$ cat src/rtl/hpe_pkg.sv
package hpe_pkg;

  // Word indices of the register map (byte address / 4)
  localparam int W_PEND_UP   = 0;
  localparam int W_PEND_DOWN = 1;
  localparam int W_EJECT     = 2;
  localparam int W_REMOVABLE = 3;
  localparam int W_CLR_UP    = 4;
  localparam int W_CLR_DOWN  = 5;
  localparam int W_EVT_STS   = 6;

  // Bit of the event status word that carries the slot event flag
  localparam int STS_BIT = 1;

  typedef enum logic {
    ST_IDLE,
    ST_SWEEP
  } sweepState_t;

  // Strobes from control to datapath
  typedef struct packed {
    logic       wrUp;
    logic       wrDown;
    logic       clrUp;
    logic       clrDown;
    logic       ejectWr;
    logic       clrSts;
    logic       sweepEject;
    logic       sweepClrUp;
    logic       rdEn;
    logic [2:0] rdSel;
  } hpeStrobes_t;

endpackage

$ cat src/rtl/hpe_ctrl.sv
module hpe_ctrl
  import hpe_pkg::*;
#(
  parameter int ADDR_W = 5
) (
  input  logic              clk,
  input  logic              rstN,
  input  logic [ADDR_W-1:0] busAddr,
  input  logic              busWrEn,
  input  logic              busRdEn,
  input  logic              sysResetReq,
  input  logic              downAny,
  output hpeStrobes_t       stb,
  output logic              busy
);

  localparam int SEL_W = ADDR_W - 2;

  sweepState_t state, stateNext;
  logic [SEL_W-1:0] wordSel;
  int unsigned      wordIdx;
  logic             wrOk;

  assign wordSel = busAddr[ADDR_W-1:2];
  assign wordIdx = 32'(wordSel);
  assign busy    = (state == ST_SWEEP);
  assign wrOk    = busWrEn && !busy;

  always_comb begin
    stb         = '0;
    stateNext   = state;
    stb.wrUp    = wrOk && (wordIdx == W_PEND_UP);
    stb.wrDown  = wrOk && (wordIdx == W_PEND_DOWN);
    stb.ejectWr = wrOk && (wordIdx == W_EJECT);
    stb.clrUp   = wrOk && (wordIdx == W_CLR_UP);
    stb.clrDown = wrOk && (wordIdx == W_CLR_DOWN);
    stb.clrSts  = wrOk && (wordIdx == W_EVT_STS);
    stb.rdEn    = busRdEn;
    stb.rdSel   = (wordIdx < 8) ? wordSel[2:0] : 3'd7;
    unique case (state)
      ST_IDLE: begin
        if (sysResetReq) stateNext = ST_SWEEP;
      end
      ST_SWEEP: begin
        if (downAny) begin
          stb.sweepEject = 1'b1;
        end else begin
          stb.sweepClrUp = 1'b1;
          stateNext      = ST_IDLE;
        end
      end
      default: stateNext = ST_IDLE;
    endcase
  end

  always_ff @(posedge clk or negedge rstN) begin
    if (!rstN) state <= ST_IDLE;
    else       state <= stateNext;
  end

endmodule

$ cat src/rtl/hpe_datapath.sv
module hpe_datapath
  import hpe_pkg::*;
#(
  parameter int NUM_SLOTS = 32,
  parameter int DATA_W    = 32
) (
  input  logic                 clk,
  input  logic                 rstN,
  input  hpeStrobes_t          stb,
  input  logic [DATA_W-1:0]    wrData,
  input  logic [NUM_SLOTS-1:0] plugReq,
  input  logic [NUM_SLOTS-1:0] unplugReq,
  input  logic [NUM_SLOTS-1:0] removableMask,
  output logic [NUM_SLOTS-1:0] pendUp,
  output logic [NUM_SLOTS-1:0] pendDown,
  output logic [NUM_SLOTS-1:0] slotEn,
  output logic [NUM_SLOTS-1:0] ejectPulse,
  output logic                 irq,
  output logic [DATA_W-1:0]    rdData,
  output logic                 downAny
);

  logic [NUM_SLOTS-1:0] slotMask;
  logic [NUM_SLOTS-1:0] ejMask;
  logic [NUM_SLOTS-1:0] upNext, downNext, enNext, riseV;
  logic                 stsFlag;
  logic [DATA_W-1:0]    rdMux;

  function automatic logic [NUM_SLOTS-1:0] lowestBit(input logic [NUM_SLOTS-1:0] v);
    return v & (~v + NUM_SLOTS'(1));
  endfunction

  assign slotMask = wrData[NUM_SLOTS-1:0];
  assign downAny  = |pendDown;
  assign ejMask   = stb.sweepEject ? lowestBit(pendDown) :
                    stb.ejectWr    ? lowestBit(slotMask) : '0;

  // Per-slot next state: hardware requests are OR-ed in last so they win
  for (genvar s = 0; s < NUM_SLOTS; s++) begin : g_slot
    assign upNext[s] = ((stb.wrUp ? slotMask[s] : pendUp[s])
                        & ~(stb.clrUp & slotMask[s])
                        & ~stb.sweepClrUp) | plugReq[s];
    assign downNext[s] = ((stb.wrDown ? slotMask[s] : pendDown[s])
                          & ~(stb.clrDown & slotMask[s])
                          & ~ejMask[s]) | unplugReq[s];
    assign enNext[s] = (slotEn[s] & ~(ejMask[s] & removableMask[s])) | plugReq[s];
    assign riseV[s]  = (upNext[s] & ~pendUp[s]) | (downNext[s] & ~pendDown[s]);
  end

  always_ff @(posedge clk or negedge rstN) begin
    if (!rstN) begin
      pendUp     <= '0;
      pendDown   <= '0;
      slotEn     <= '0;
      ejectPulse <= '0;
    end else begin
      pendUp     <= upNext;
      pendDown   <= downNext;
      slotEn     <= enNext;
      ejectPulse <= ejMask & removableMask;
    end
  end

  // Event flag: a new rise outranks a write-1-to-clear in the same cycle
  always_ff @(posedge clk or negedge rstN) begin
    if (!rstN)                                stsFlag <= 1'b0;
    else if (|riseV)                          stsFlag <= 1'b1;
    else if (stb.clrSts && wrData[STS_BIT])   stsFlag <= 1'b0;
  end

  assign irq = stsFlag;

  always_comb begin
    rdMux = '0;
    unique case (stb.rdSel)
      3'(W_PEND_UP):   rdMux = DATA_W'(pendUp);
      3'(W_PEND_DOWN): rdMux = DATA_W'(pendDown);
      3'(W_REMOVABLE): rdMux = DATA_W'(removableMask);
      3'(W_EVT_STS):   rdMux[STS_BIT] = stsFlag;
      default:         rdMux = '0;
    endcase
  end

  always_ff @(posedge clk or negedge rstN) begin
    if (!rstN)         rdData <= '0;
    else if (stb.rdEn) rdData <= rdMux;
  end

endmodule

$ cat src/rtl/hotplug_event_regs.sv
module hotplug_event_regs
  import hpe_pkg::*;
#(
  parameter int NUM_SLOTS = 32,
  parameter int ADDR_W    = 5,
  parameter int DATA_W    = 32
) (
  input  logic                 clk,
  input  logic                 rstN,
  input  logic [ADDR_W-1:0]    busAddr,
  input  logic [DATA_W-1:0]    busWrData,
  input  logic                 busWrEn,
  input  logic                 busRdEn,
  output logic [DATA_W-1:0]    busRdData,
  input  logic [NUM_SLOTS-1:0] plugReq,
  input  logic [NUM_SLOTS-1:0] unplugReq,
  input  logic [NUM_SLOTS-1:0] removableMask,
  input  logic                 sysResetReq,
  output logic                 eventIrq,
  output logic [NUM_SLOTS-1:0] ejectPulse,
  output logic [NUM_SLOTS-1:0] slotEn,
  output logic                 sweepBusy
);

  hpeStrobes_t          stb;
  logic                 downAny;
  logic [NUM_SLOTS-1:0] pendUp, pendDown;

  hpe_ctrl #(.ADDR_W(ADDR_W)) u_ctrl (
    .clk        (clk),
    .rstN       (rstN),
    .busAddr    (busAddr),
    .busWrEn    (busWrEn),
    .busRdEn    (busRdEn),
    .sysResetReq(sysResetReq),
    .downAny    (downAny),
    .stb        (stb),
    .busy       (sweepBusy)
  );

  hpe_datapath #(.NUM_SLOTS(NUM_SLOTS), .DATA_W(DATA_W)) u_dp (
    .clk          (clk),
    .rstN         (rstN),
    .stb          (stb),
    .wrData       (busWrData),
    .plugReq      (plugReq),
    .unplugReq    (unplugReq),
    .removableMask(removableMask),
    .pendUp       (pendUp),
    .pendDown     (pendDown),
    .slotEn       (slotEn),
    .ejectPulse   (ejectPulse),
    .irq          (eventIrq),
    .rdData       (busRdData),
    .downAny      (downAny)
  );

endmodule

$ cat config.mk
export PLATFORM = sky130hd
export DESIGN_NAME = hotplug_event_regs
export DESIGN_NICKNAME = d
export VERILOG_FILES = /design/src/rtl/hpe_pkg.sv /design/src/rtl/hpe_ctrl.sv /design/src/rtl/hpe_datapath.sv /design/src/rtl/hotplug_event_regs.sv
export SDC_FILE = /design/constraint.sdc
export NUM_CORES = 1
export LEC_CHECK = 0
export ABC_CLOCK_PERIOD_IN_PS = 3000
export BUFFER_PORTS_ARGS = -buffer_cell sky130_fd_sc_hd__buf_2
export CORE_AREA = 2 2 146 148
export DETAILED_ROUTE_END_ITERATION = 10
export DIE_AREA = 0 0 148 150
export PLACE_DENSITY = 0.71
export SLEW_MARGIN = 0
export SYNTH_ARGS = -nofsm -noshare
export SYNTH_HDL_FRONTEND = slang
export SYNTH_SLANG_ARGS = --single-unit
export TNS_END_PERCENT = 10
$ cat constraint.sdc
create_clock -name clk -period 3 [get_ports clk]
set_input_delay 0 -clock clk [delete_from_list [all_inputs] [get_ports clk]]
set_output_delay 0 -clock clk [all_outputs]
set_load 0.01 [all_outputs]
; Yosys cells after proc, flatten, opt, wreduce, memory -nomap -nowiden
; Cells that the tools add are included.
[word_totals]
reg_bits = 162
in_bits = 138
out_inout_bits = 98
word_cells = 756
[op_classes]
add_sub_neg = 2
n_lt_le_gt_ge = 1
eq_ne = 8
n_mux = 77
bitwise = 647
reduce_logical = 14
[ops]
columns = op, n
row1 = 1-bit bitwise AND, 320
row2 = 1-bit NOT, 194
row3 = 1-bit bitwise OR, 128
row4 = 32-bit bitwise AND, 3
row5 = 30-bit case mux with 3 select lines, 1
row6 = 1-bit two-way mux, 69
row7 = "32-bit by 1-bit adder with 32-bit output, second input constant", 2
row8 = 32-bit two-way mux, 2
row9 = 32-bit NOT, 2
row10 = 32-bit OR reduction, 2
row11 = 32-bit logical NOT, 1
row12 = "3-bit == test, second input constant", 4
row13 = 1-bit logical AND, 8
row14 = "3-bit by 1-bit == test with 1-bit output, second input constant", 2
row15 = "3-bit by 2-bit == test with 1-bit output, second input constant", 2
row16 = "3-bit by 4-bit less-than comparator with 1-bit output, second input constant", 1
row17 = 1-bit case mux with 4 select lines, 1
row18 = 3-bit logical NOT, 1
row19 = 3-bit two-way mux, 1
row20 = 1-bit case mux with 3 select lines, 1
row21 = 2-bit two-way mux, 1
row22 = 1-bit case mux with 2 select lines, 1
row23 = 2-bit nonzero test, 1
row24 = 1-bit logical NOT, 1

; Depth between registers and ports, before layout
[depth]
word_depth = 12
ltp_mapped = 9
mapped_depth_nobuf = 6

; By module
; Synthesis repeated with hierarchy kept, for this count alone.
[hier_totals]
hier_cells = 1098
area_unflattened_um2 = 9591.7
[by_module_without_submodules]
columns = module, instances, cells_per_inst, area_each_um2, seq_area_each_um2
row1 = hpe_datapath, 1, 1079, 9437.8, 4028.9
row2 = hpe_ctrl, 1, 19, 153.9, 25.0

; Worst setup path before layout
; Ideal clock, no wire load.
[synth_timing]
kind = reg-to-reg
from = register u_dp.pendDown[0]
to = register u_dp.pendUp[21]
setup_ps = 118
t_arrival_ps = 2329
t_required_ps = 2882
setup_slack_ps = 553
path_stages_with_launch = 9
period_less_slack_ps = 2447
cell_sequence = dfrtp_1 -> buf_2 -> or4b_4 -> nor4_4 -> nand4_2 -> or4_1 -> buf_6 -> buf_8 -> a21o_1
[synth_via]
elab_chain_len = 6
[synth_lines]
columns = element, line
row1 = start: declaration, hpe_datapath.sv:15  ; output logic [NUM_SLOTS-1:0] pendDown,
row2 = start signal: assignment, hpe_datapath.sv:58  ; pendDown <= downNext;
row3 = 32-bit OR reduction, hpe_datapath.sv:34  ; assign downAny = |pendDown;
row4 = 1-bit two-way mux, hpe_ctrl.sv:45  ; if (downAny) begin
row5 = 2-bit two-way mux, hpe_ctrl.sv:40  ; unique case (state)
row6 = 1-bit NOT, hpe_datapath.sv:42  ; & ~stb.sweepClrUp) | plugReq[s];
row7 = 1-bit bitwise AND, hpe_datapath.sv:42
row8 = 1-bit bitwise OR, hpe_datapath.sv:42
row9 = named net u_dp.upNext[21], hpe_datapath.sv:25  ; logic [NUM_SLOTS-1:0] upNext, downNext, enNext, riseV;
row10 = end signal: assignment, hpe_datapath.sv:57  ; pendUp <= upNext;
row11 = end: declaration, hpe_datapath.sv:14  ; output logic [NUM_SLOTS-1:0] pendUp,
; The timed path passes the listed nets, and every way through them passes these cells.
; A chain may end at the register's enable or synchronous reset.

; Worst setup path in the final report
[layout_timing]
from = register u_ctrl.state, in the netlist u_ctrl.busy
to = register u_dp.pendDown[24]
[layout_via]
elab_chain_len = 8
word_cells_on_any_way = 15
classes_between = 4 x mux / 6 x bitwise / 5 x reduce/logical
[layout_lines]
columns = element, line
row1 = start: declaration, hpe_ctrl.sv:19  ; sweepState_t state, stateNext;
row2 = start signal: assignment, hpe_ctrl.sv:58  ; else state <= stateNext;
row3 = 1-bit logical NOT, hpe_ctrl.sv:27  ; assign wrOk = busWrEn && !busy;
row4 = 1-bit logical AND, hpe_ctrl.sv:27
row5 = "1-bit logical AND, on equally long branches", "hpe_ctrl.sv:36, hpe_ctrl.sv:34"
row6 = 1-bit bitwise AND or 32-bit two-way mux (tied branches), "hpe_datapath.sv:44, hpe_datapath.sv:36"
row7 = 1-bit NOT or 32-bit two-way mux (tied branches), "hpe_datapath.sv:44, hpe_datapath.sv:35"
row8 = 1-bit bitwise AND or 1-bit NOT (tied branches), "hpe_datapath.sv:44, hpe_datapath.sv:45"
row9 = 1-bit bitwise AND (*), hpe_datapath.sv:45  ; & ~ejMask[s]) | unplugReq[s];
row10 = 1-bit bitwise OR (*), hpe_datapath.sv:45
row11 = named net u_dp.downNext[24], hpe_datapath.sv:25
; The timed path passes the listed nets; every way through them passes the cells marked *.

==> run metrics <==
status=complete, no violations; hold crit path type=input port to register; Mean Syn Cell Area=8.84 um2; top sig layer=met5; Simple-Gate Fraction of Synth Area=0.161; normalized max-slew margin=0.451; Worst Setup End Kind=register; YS warnings=0; Worst-Skew Late Latency=0.43 ns; largest family of logic cells by synthesized area=compound AO/OA/AOI/OAI gates; clock sink total=162; Detailed Routing Iterations Pass 1=7; CP max stage delay=0.58 ns; Worst R2R Path Depth=6; Synth area leader=dfrtp_1; DRT antenna net count=0; ys async rst share=1.00; P per Cell Area=412 mW/mm2; final worst slack=0.0434 ns; Fmax achieved=~0.34 GHz; Post-Synth Adder-Cell Area=0; total grt overflow=0; synthesized flop and latch total=162; initial antenna violation count=2; post-layout util=0.607; clock tree buffer depth=2; share of post-route cells with drive strength above 1=0.226; post-synthesis mux area share=0.0551; drt initial violations=roughly 1100; first-pass GRT wire length=56.0 mm; Peak supply drop=between 0.0003 and 0.0004 V; Vias/cell=5.86; met3 wire len=3.66 mm; net count after synthesis=1165; Mapped Cells=1027; Post-Syn Area=between 0.009 and 0.01 mm2; Routed WL=roughly 38 mm; row count=53; EDFF count, synth=0; Slew Viols, Final=0; GRT Util Overall=0.336; DRC viols=0; arrival time worst endpoint=3.27 ns; final hold vios=0; Final period util=0.986; CP dominant cell by count=or3b_2; DRT met1 WL=15.1 mm; Core Box Area=0.0207 mm2; crit path max fanout=6; crit path time final=2.96 ns; CP Data Required Time=about 3.3 ns; max_cap viols=0; Static Leakage=about 6 nW; Ports=236; RePlAce Congestion=0.991; WHS Path Cells=4; H-tree levels=4; Synth Area in XOR/XNOR=0; worst-margin pin slew=0.823 ns; most common flop cell mapped by yosys=dfrtp_1; Final Setup Violations=0; Setup crit start kind=register; met2 wire len=17.5 mm; post-synthesis compound-gate area fraction=0.253; hpwl dp=27.0 mm; wire length per cell=approximately 22 um; Post-synth top cells=dfrtp_1, inv_1, a21oi_1, nor2_1, o22ai_1; Synth area leaders=dfrtp_1, inv_1, mux2i_1; Inserted Clock Buffers=17; Yosys top cell area share=0.446; CP Class=register to register; Pwr Total=a little over 0.005 W; Setup Skew=around 0.0067 ns; clock transition at the registers of the reported paths=approximately 0.070 ns; Synth cell types=63; most common cell in the netlist=dfrtp_1; pin count of the biggest net entering global routing=79; Layout area overhead=38.3%; Post-Place Worst Slack=0.409 ns; # fillers=1774; root buf cell=clkbuf_16; slowest CP cell=or3b_2; nets=1528; CTS tree=built; Starting Density=0.439; die area=around 0.022 mm2; vias in the first global route=9524; Seq/Total Area, Yosys=0.446; Die W=148 um; via count=9839; Port Buf Inserts=233; chip height=approximately 150 um; CP cell instances=or3b_2 > nor4_4 > nand4_1 > or3b_2 > a21o_1 > dlygate4sd3_1
-- layer usage --
metal	GRT usage	vias up
met1	0.445	4725
met3	0.0790	101
met5	0	-
met2	0.546	610
li1	-	4401
met4	0.112	2
-- flip-flops by register name, indices dropped and copies added (netlist names) --
| register | cells |
|---|---|
| u_dp.rdData | 32 |
| u_dp.irq | 1 |
| u_dp.ejectPulse | 32 |
| u_dp.pendDown | 32 |
| u_ctrl.busy | 1 |
| u_dp.slotEn | 32 |
| u_dp.pendUp | 32 |
-- cell type report --
class,count,area (um2),share of cell area
multi-input cells,670,4290,0.342
flip-flops and latches,162,4060,0.323
repair buffers,401,2770,0.221
inverters,138,518,0.0412
clock buffers,22,444,0.0354
well taps,275,344,0.0274
clock inverters,9,134,0.0107
diodes,1,2.50,0.000199
-- final timing paths --
kind	slack, ns	startpoint	to
max	0.04	u_ctrl.busy	u_dp.pendDown[24]
min	0.005	busWrData[22]	u_dp.pendDown[22]
max reg2reg	0.04	u_ctrl.busy	u_dp.pendDown[24]
min reg2reg	0.48	u_dp.slotEn[0]	u_dp.slotEn[0]
max in group asynchronous	1.92	rstN	u_dp.pendUp[8]
min in group asynchronous	0.18	rstN	u_dp.rdData[15]
-- stage by stage --
| stage | hold WS (ns) | area [um2] | std cells | setup TNS [ns] |
|---|---|---|---|---|
| 2_1_floorplan | -0.296 | 9080 | 1027 | 0 |
| 3_3_place_gp | 0.105 | 10700 | 1516 | 0 |
| 3_5_place_dp | 0.107 | 10700 | 1516 | 0 |
| 4_1_cts | 0.00356 | 12500 | 1677 | 0 |
| 5_1_grt | 0.0391 | 12600 | 1677 | -0.00121 |
| 6_report | 0.00479 | 12600 | 1678 | 0 |
-- repair_timing --
action | 4_1_cts | 5_1_grt
hold endpoints to repair | 235 | 0
setup buffers | 0 | 0
setup endpoints to repair | 0 | 5
hold buffers | 130 | 0
gates resized for setup | 0 | 7
-- critical path, delay by kind of cell, from the launching register on --
| kind | cells | cell delay, ns |
|---|---|---|
| simple gates | 4 | 1.65 |
| buf+inv | 1 | 0.55 |
| flops | 1 | 0.45 |
| compound gates | 1 | 0.19 |
-- placed cells by master, fill, tap and decap left out, types with 8 or more instances in the layout --
cell,Yosys,layout
inv_1,138,138
nor2b_1,27,27
dlygate4sd3_1,0,130
and2_1,10,10
nand2b_1,12,12
a221oi_1,12,12
a21o_1,38,38
nand3_1,8,8
clkbuf_16,0,17
nand2_1,67,67
o21bai_1,18,18
buf_4,0,37
nor3_1,17,14
mux2i_1,50,50
o22ai_1,70,70
nor2_1,70,68
a22o_1,9,9
a21oi_1,83,83
o21ai_0,34,34
and4_1,8,8
buf_2,3,232
nor4_1,10,10
o2bb2ai_1,9,9
dfrtp_1,162,161
nand4_1,8,8
-- kinds of logic (layout without fill, tap and decap cells) --
family,after synthesis,after routing
buffers and inverters,195,570
AOI/OAI and AO/OA,344,344
and+or+nand+nor,276,276
muxes,50,50
DFF,162,162
other,0,1
-- power by group --
| group | internal, W | switching (W) | leakage, nW |
|---|---|---|---|
| Combinational | 0.000298 | 0.000390 | 3.97 |
| Clock | 0.00131 | 0.000919 | 0.278 |
| Sequential | 0.00223 | 0.0000319 | 1.74 |
Note: power is estimated with default switching activity, not from simulation.
